<file path="src/rtl/pws_pkg.sv">
`timescale 1ns/1ps
package pws_pkg;
  // control-to-datapath strobes
  typedef struct packed {
    logic load;   // capture a new frame word
    logic shift;  // advance to the next frame bit
  } ctlStrobes_t;

  localparam int NUM_LAYERS = 3;
  localparam int NUM_SLOTS  = 9;
endpackage

</file>
<file path="src/rtl/pws_ctrl.sv">
`timescale 1ns/1ps
module pws_ctrl
  import pws_pkg::*;
#(
  parameter int FRAME_LEN    = 80,
  parameter int CLKS_PER_BIT = 2
) (
  input  logic        clk,
  input  logic        rst_n,
  input  logic        reqValid,
  output logic        busy,
  output ctlStrobes_t strobes
);
  localparam int DIV_W = (CLKS_PER_BIT > 1) ? $clog2(CLKS_PER_BIT) : 1;
  localparam int BIT_W = $clog2(FRAME_LEN);
  localparam logic [DIV_W-1:0] DIV_LAST = DIV_W'(CLKS_PER_BIT - 1);
  localparam logic [BIT_W-1:0] BIT_LAST = BIT_W'(FRAME_LEN - 1);

  logic [DIV_W-1:0] divCnt;
  logic [BIT_W-1:0] bitCnt;
  logic             bitEnd;

  assign bitEnd = (divCnt == DIV_LAST);

  always_comb begin
    strobes       = '0;
    strobes.load  = !busy && reqValid;
    strobes.shift = busy && bitEnd && (bitCnt != BIT_LAST);
  end

  always_ff @(posedge clk) begin
    if (!rst_n) begin
      busy   <= 1'b0;
      divCnt <= '0;
      bitCnt <= '0;
    end else if (strobes.load) begin
      busy   <= 1'b1;
      divCnt <= '0;
      bitCnt <= '0;
    end else if (busy) begin
      if (bitEnd) begin
        divCnt <= '0;
        if (bitCnt == BIT_LAST) busy <= 1'b0;
        else                    bitCnt <= bitCnt + 1'b1;
      end else begin
        divCnt <= divCnt + 1'b1;
      end
    end
  end
endmodule

</file>
<file path="src/rtl/pws_datapath.sv">
`timescale 1ns/1ps
module pws_datapath
  import pws_pkg::*;
#(
  parameter int TUBES     = 8,
  parameter int VAL_W     = 7,
  parameter int SYNC_W    = 7,
  parameter logic [SYNC_W-1:0] SYNC_WORD = 7'b1110010,
  parameter int FRAME_LEN = SYNC_W + NUM_SLOTS*VAL_W + NUM_SLOTS + 1,
  parameter int IDX_W     = (TUBES > 1) ? $clog2(TUBES) : 1
) (
  input  logic                              clk,
  input  logic                              rst_n,
  input  ctlStrobes_t                       strobes,
  input  logic [IDX_W-1:0]                  reqPivot,
  input  logic [NUM_LAYERS*TUBES*VAL_W-1:0] driftCounts,
  output logic                              bitOut
);
  localparam int BODY_W   = FRAME_LEN - 1;
  localparam int DATA_TOP = BODY_W - 1 - SYNC_W;
  localparam int PAR_TOP  = DATA_TOP - NUM_SLOTS*VAL_W;

  logic [VAL_W-1:0]     tubeArr [NUM_LAYERS][TUBES];
  logic [BODY_W-1:0]    bodyWord;
  logic [FRAME_LEN-1:0] frameWord;
  logic [FRAME_LEN-1:0] shiftReg;

  for (genvar l = 0; l < NUM_LAYERS; l++) begin : g_layer
    for (genvar t = 0; t < TUBES; t++) begin : g_tube
      assign tubeArr[l][t] = driftCounts[(l*TUBES + t)*VAL_W +: VAL_W];
    end
  end

  assign bodyWord[BODY_W-1 -: SYNC_W] = SYNC_WORD;

  for (genvar s = 0; s < NUM_SLOTS; s++) begin : g_slot
    localparam int ROW     = s / 3;
    localparam int COL_OFF = (s % 3) - 1;
    int               colIdx;
    logic [VAL_W-1:0] slotVal;
    always_comb begin
      colIdx = int'(reqPivot) + COL_OFF;
      if (colIdx < 0 || colIdx >= TUBES) slotVal = '0;
      else                               slotVal = tubeArr[ROW][colIdx[IDX_W-1:0]];
    end
    assign bodyWord[DATA_TOP - s*VAL_W -: VAL_W] = slotVal;
    assign bodyWord[PAR_TOP - s]                 = ^slotVal;
  end

  assign frameWord = {bodyWord, ^bodyWord};

  always_ff @(posedge clk) begin
    if (!rst_n)             shiftReg <= '0;
    else if (strobes.load)  shiftReg <= frameWord;
    else if (strobes.shift) shiftReg <= {shiftReg[FRAME_LEN-2:0], 1'b0};
  end

  assign bitOut = shiftReg[FRAME_LEN-1];
endmodule

</file>
<file path="src/rtl/pivot_window_serializer.sv">
`timescale 1ns/1ps
module pivot_window_serializer
  import pws_pkg::*;
#(
  parameter int TUBES        = 8,
  parameter int VAL_W        = 7,
  parameter int CLKS_PER_BIT = 2,
  parameter int SYNC_W       = 7,
  parameter logic [SYNC_W-1:0] SYNC_WORD = 7'b1110010,
  localparam int IDX_W       = (TUBES > 1) ? $clog2(TUBES) : 1,
  localparam int FRAME_LEN   = SYNC_W + NUM_SLOTS*VAL_W + NUM_SLOTS + 1
) (
  input  logic                              clk,
  input  logic                              rst_n,
  input  logic                              reqValid,
  input  logic [IDX_W-1:0]                  reqPivot,
  input  logic [NUM_LAYERS*TUBES*VAL_W-1:0] driftCounts,
  output logic                              busy,
  output logic                              serOut
);
  ctlStrobes_t strobes;
  logic        bitOut;

  pws_ctrl #(.FRAME_LEN(FRAME_LEN), .CLKS_PER_BIT(CLKS_PER_BIT)) ctrl_i (
    .clk(clk), .rst_n(rst_n), .reqValid(reqValid), .busy(busy), .strobes(strobes)
  );

  pws_datapath #(
    .TUBES(TUBES), .VAL_W(VAL_W), .SYNC_W(SYNC_W), .SYNC_WORD(SYNC_WORD),
    .FRAME_LEN(FRAME_LEN), .IDX_W(IDX_W)
  ) dp_i (
    .clk(clk), .rst_n(rst_n), .strobes(strobes), .reqPivot(reqPivot),
    .driftCounts(driftCounts), .bitOut(bitOut)
  );

  assign serOut = busy & bitOut;
endmodule

</file>
<file path="config.mk">
export PLATFORM = sky130hd
export DESIGN_NAME = pivot_window_serializer
export DESIGN_NICKNAME = d
export VERILOG_FILES = /design/src/rtl/pws_pkg.sv /design/src/rtl/pws_ctrl.sv /design/src/rtl/pws_datapath.sv /design/src/rtl/pivot_window_serializer.sv
export SDC_FILE = /design/constraint.sdc
export NUM_CORES = 1
export LEC_CHECK = 0
export ABC_CLOCK_PERIOD_IN_PS = 7800
export BUFFER_PORTS_ARGS = -buffer_cell sky130_fd_sc_hd__buf_2
export CAP_MARGIN = 25
export CELL_PAD_IN_SITES_DETAIL_PLACEMENT = 1
export CELL_PAD_IN_SITES_GLOBAL_PLACEMENT = 1
export CORE_UTILIZATION = 47
export DETAILED_ROUTE_END_ITERATION = 12
export PLACE_DENSITY_LB_ADDON = 0.1
export SLEW_MARGIN = 20
export SYNTH_ARGS = -nofsm -noshare
export SYNTH_HDL_FRONTEND = slang
export SYNTH_SLANG_ARGS = --single-unit
</file>
<file path="constraint.sdc">
create_clock -name clk -period 7.8 [get_ports clk]
set_clock_uncertainty 0.2 [all_clocks]
set_input_delay 1.56 -clock clk [delete_from_list [all_inputs] [get_ports clk]]
set_output_delay 1.56 -clock clk [all_outputs]
set_load 0.03 [all_outputs]
</file>
Yosys cells after proc, flatten, opt, wreduce, memory -nomap -nowiden
Cells that the tools add are included.

cells by class
  add/subtract/negate cells = 4
  $lt $le $gt $ge = 9
  equal/unequal tests = 2
  mux-type cells = 43
  bitwise operators = 6
  reduce and logical (&&, ||, !) cells = 20

operators by type and width
  operator             count
  $bmux 7 s3           9
  $mux 7               27
  $mux 80              2
  $reduce_xor 79->1    1
  $ge 32x5->1 const B  2
  $lt 32x1->1 const B  2
  $reduce_xor 7->1     9
  $ge 4x4->1 const B   3
  $not 3->4            3
  $add 7x1->7 const B  1
  $eq 7x7->1 const B   1
  $ne 7x7->1 const B   1
  $add 4x1->5 const B  1
  $mux 1               5
  $add 3x1->4 const B  1
  $ge 3x4->1 const B   1
  $logic_and 1x1->1    3
  $logic_or 1x1->1     3
  $lt 3x1->1 const B   1
  $reduce_and 3->1     1
  $not 1->1            2
  $reduce_bool 2->1    1
  $reduce_or 2->1      1
  $add 1x1->1 const B  1
  2 further kinds      2

storage, ports and cells
  register bits = 89
  bits of input ports = 174
  output and inout port bits = 2
  word-level logic and storage cells = 89

Longest topological paths before layout
  depth after elaboration = 9
  gate-level depth with buffers = 15
  depth with buffers taken out = 10

By module
From an unflattened synthesis, not the netlist that was laid out.

second synthesis, totals
  cells, all modules = 734
  area, all modules = 8393.0 µm²

by module, submodules not included
  module                   instances  cells each  area each (µm²)
  pws_datapath             1          680         7921.3
  pws_ctrl                 1          53          465.4
  pivot_window_serializer  1          1           6.3

Worst setup path after synthesis
Ideal clock, no wire load.

  path kind = in2reg
  from = input port reqPivot[1]
  to = register dp_i.shiftReg[9]
  setup time = 0.120 ns
  arrival time = 4.820 ns
  required time = 7.480 ns
  slack = 2.660 ns
  stages on the path = 14
  path through = buf_2 buf_2 buf_2 inv_1 ha_1 ha_1 clkbuf_1 buf_1 mux4_2 mux2i_1 xnor2_1 mux2i_1 a21oi_1 o31a_1

on the way
  longest elaborated chain between the ends = 8

ends and longest elaborated chain
  item                                                 line                           RTL
  from (decl)                                          pivot_window_serializer.sv:16  input logic [IDX_W-1:0] reqPivot,
  $add 4x1->5 *                                        pws_datapath.sv:42             colIdx = int'(reqPivot) + COL_OFF;
  branches (longest 4 deep; another with $lt 32x1->1)  n/a
  $mux 7 *                                             pws_datapath.sv:43             if (colIdx < 0 || colIdx >= TUBES) slotVal = '0;
  $reduce_xor 7->1 *                                   pws_datapath.sv:47             assign bodyWord[PAR_TOP - s] = ^slotVal;
  $mux 80 *                                            pws_datapath.sv:54             else if (strobes.load) shiftReg <= frameWord;
  to (signal assigned)                                 pws_datapath.sv:54
  to (signal assigned)                                 pws_datapath.sv:55             else if (strobes.shift) shiftReg <= {shiftReg[FRAME_LEN-2:0], 1'b0};
  to (decl)                                            pws_datapath.sv:26             logic [FRAME_LEN-1:0] shiftReg;

Every way passes the cells marked *. The select of a mux whose other input is x is not followed.
A chain may end at the register's enable or synchronous reset.

Final worst setup path
  from = input port reqPivot[0]
  to = register dp_i.shiftReg[9]

The elaborated chain is that of the path after synthesis.

==> results by group <==
Status
  – Run status: finished, final reports clean

Placement
  – DP Wirelength: 19200 um
  – Final Wtd Congestion: 0.959
  – # port buffers: 175

Layout
  – Multi-input gate area: 5790 um2
  – Fillers: 1866
  – Register area: 1780 um2
  – Share of cells above drive strength 1: 36.1%
  – # nets final: 1054
  – Area grow syn2layout: 16.0%

Power
  – Leak: 3.71 nW
  – Peak VDD IR: 0.110 mV
  – Pwr dens: 182 nW/um2

STA
  – Final period utilization: 70.1%
  – RSZ-0062 raised after global routing: false
  – Final Hold Viols: 0
  – Worst-margin pin slew: 0.932 ns
  – Sum of negative setup slack: 0 ns
  – Final-report setup violation count: 0
  – Hold slack: 0.258 ns
  – Maximum clock rate: 183 MHz
  – Relative slew slack: 37.9%
  – Final Max Tran Viols: 0
  – Min Tclk post-route: 5.47 ns

Drt
  – 1st-pass router iterations: 7
  – DR iter-0 viols: 566
  – Vias per cell: 6.41
  – Number of remaining DRC errors: 0
  – Routed length per instance: 23.0 um
  – ANT nets after route: 0
  – Final WL: 25400 um
  – Vias: 7073

Global route
  – Vias in the first global route: 7317
  – Grt ovf: 0
  – Largest net degree at the start of global routing: 87
  – Gr usage total: 29.7%
  – Wire length of the first global-routing pass: 40200 um
  – Initial antenna violation count: 2

Setup path
  – Critical Path Fanout Max: 58
  – CP Cell Sequence: buf_4 -> inv_4 -> ha_4 -> ha_1 -> buf_4 -> mux4_2 -> mux2i_1 -> xor2_1 -> xnor3_1 -> mux2i_1 -> a21oi_1 -> o31a_1
  – Worst Setup SP: reqPivot[0]
  – CP arrival: 5.50 ns
  – WS Path Type: input port to flop
  – Data required time of the worst path: 7.83 ns
  – Origin of the critical flop-to-flop path: ctrl_i.bitCnt[0]
  – CP peak stage delay: 0.64 ns
  – Setup crit start kind: input port
  – Reg-to-reg setup timing slack: 4.34 ns
  – Slowest CP cell: buf_4
  – Worst setup EP type: flop

Clocking
  – CTS clk-pin slew, worst paths: 0.06 ns
  – Longest Clk Path Bufs: 2
  – Root buffer cell: clkbuf_16
  – Cts hold-fix bufs: 0
  – Clk Latency, worst-skew pair: 0.34 ns
  – TritonCTS Buffers: 9
  – Clock sink total: 89
  – CTS tree: built
  – H-Tree Depth: 3
  – Post-CTS resize count: 0
  – Post-CTS Setup Inserts: 0

Synthesis
  – Syn_nets: 929
  – Synth Instances: 751
  – Post-synth EDFFs: 0
  – Post-synth top area cell: mux4_2
  – Synth async-reset ratio: 0%
  – Post-synth cell types: 42
  – Main synth FF type: dfxtp_1
  – FF+latch count, synth: 89
  – Share of the synthesized area in the top cell type: 30.8%
  – Synth Area per Inst: 10.5 um2
  – Cell area after synthesis: 7900 um2
  – Seq/Total Area, Yosys: 22.6%
  – Synth area leaders: mux4_2 (31%), dfxtp_1 (23%), mux2i_1 (10%)
  – Synth warn: 0

Min path
  – Hold Crit Class: flop to flop
  – Hold Startpoint: dp_i.shiftReg[72]

Die
  – Die ar.: 17300 um2
  – Die Y: 132 um
  – Ports: 176
  – Core box area: 16500 um2
  – Starting Density: 47.8%
  – Core Rows: 47
  – Die Wd: 132 um

Job
  – Max cap viols: 0
## per-layer routing
| layer | vias up | share of wire [%] | global-route usage (%) | wire length (um) |
|---|---|---|---|---|
| li1 | 3121 | - | - | - |
| met1 | 3476 | 41 | 41.2 | 10400 |
| met2 | 433 | 47 | 46.6 | 11800 |
| met3 | 43 | 10 | 5.98 | 2640 |
| met4 | 0 | 2.2 | 8.85 | 554 |
| met5 | - | 0 | 0 | 0 |
## critical path: cells and delay by family
family          cells  cell delay [ns]
buf+inv             3             1.37
mux                 3             0.86
xor+xnor            2             0.79
fa+ha+maj           2             0.52
compound gates      2             0.38
## registers in the layout, summed over array words and instances, names as in the netlist
name,count
dp_i.shiftReg,80
ctrl_i.bitCnt,7
ctrl_i.bitEnd,1
ctrl_i.busy,1
## cell usage after synthesis (4+ instances only)
library cell  number
a21boi_0           4
a21oi_1           50
a221oi_1          21
a22oi_1            6
and2_1            48
buf_2             17
buf_4              9
clkbuf_1          39
dfxtp_1           89
ha_1               4
mux2i_1           80
mux4_2           108
nand2_1           20
nand3_1            5
nor2_1            79
nor2b_1           22
nor3_1             5
nor3b_1            5
o22ai_1           42
xnor2_1           43
xnor3_1            4
xor2_1            20
## final cells by class
class / count / area share, %
antenna: 2 / 0.0546
multi-input combinational: 587 / 63.2
tap: 220 / 3.00
sequential: 89 / 19.4
clock inverter: 6 / 0.901
clock buffer: 10 / 2.50
timing repair buffer: 185 / 10.7
inverter: 4 / 0.191
## through the flow
stage / instance area [um2] / utilization [%] / total power [mW] / cells / setup slack, ns
3_3_place_gp: 8810 / 53.3 / 1.18 / 1084 / 2.17
2_1_floorplan: 7900 / - / 1.03 / 751 / 2.66
3_5_place_dp: 8810 / 53.3 / 1.21 / 1084 / 2.03
6_report: 9160 / 55.4 / 1.67 / 1103 / 2.33
5_1_grt: 9160 / 55.4 / 1.75 / 1103 / 2.09
4_1_cts: 9130 / 55.2 / 1.68 / 1100 / 2.37
## logic make-up after synthesis
| kind of cell | Yosys count | share of synthesized area, % |
|---|---|---|
| buf+inv | 75 | 4.58 |
| xor+xnor | 68 | 8.33 |
| simple gates | 194 | 12.2 |
| fa+ha+maj | 4 | 0.634 |
| mux | 189 | 41.2 |
| compound gates | 132 | 10.5 |
| flops | 89 | 22.6 |
## layout by cell type, fill, tap and decap left out, types with 22 or more instances in the layout
master / Yosys / layout
a21oi_1: 50 / 50
and2_1: 48 / 48
buf_2: 17 / 173
dfxtp_1: 89 / 89
mux2i_1: 80 / 80
mux4_2: 108 / 108
nor2_1: 79 / 79
nor2b_1: 22 / 22
o22ai_1: 42 / 42
xnor2_1: 43 / 43
## path summary, 6_finish.rpt
check | endpoint | cells after the start
worst min-delay path | dp_i.shiftReg[73] | 2
worst max-delay path | dp_i.shiftReg[9] | 12
worst min register to register | dp_i.shiftReg[73] | 2
worst max register to register | dp_i.shiftReg[2] | 10
## power by group
part / switching, mW / internal [mW]
combinational: 0.336 / 0.347
sequential: 0.0286 / 0.501
clock: 0.180 / 0.279
total: 0.544 / 1.13
(Power assumes the default switching activity.)
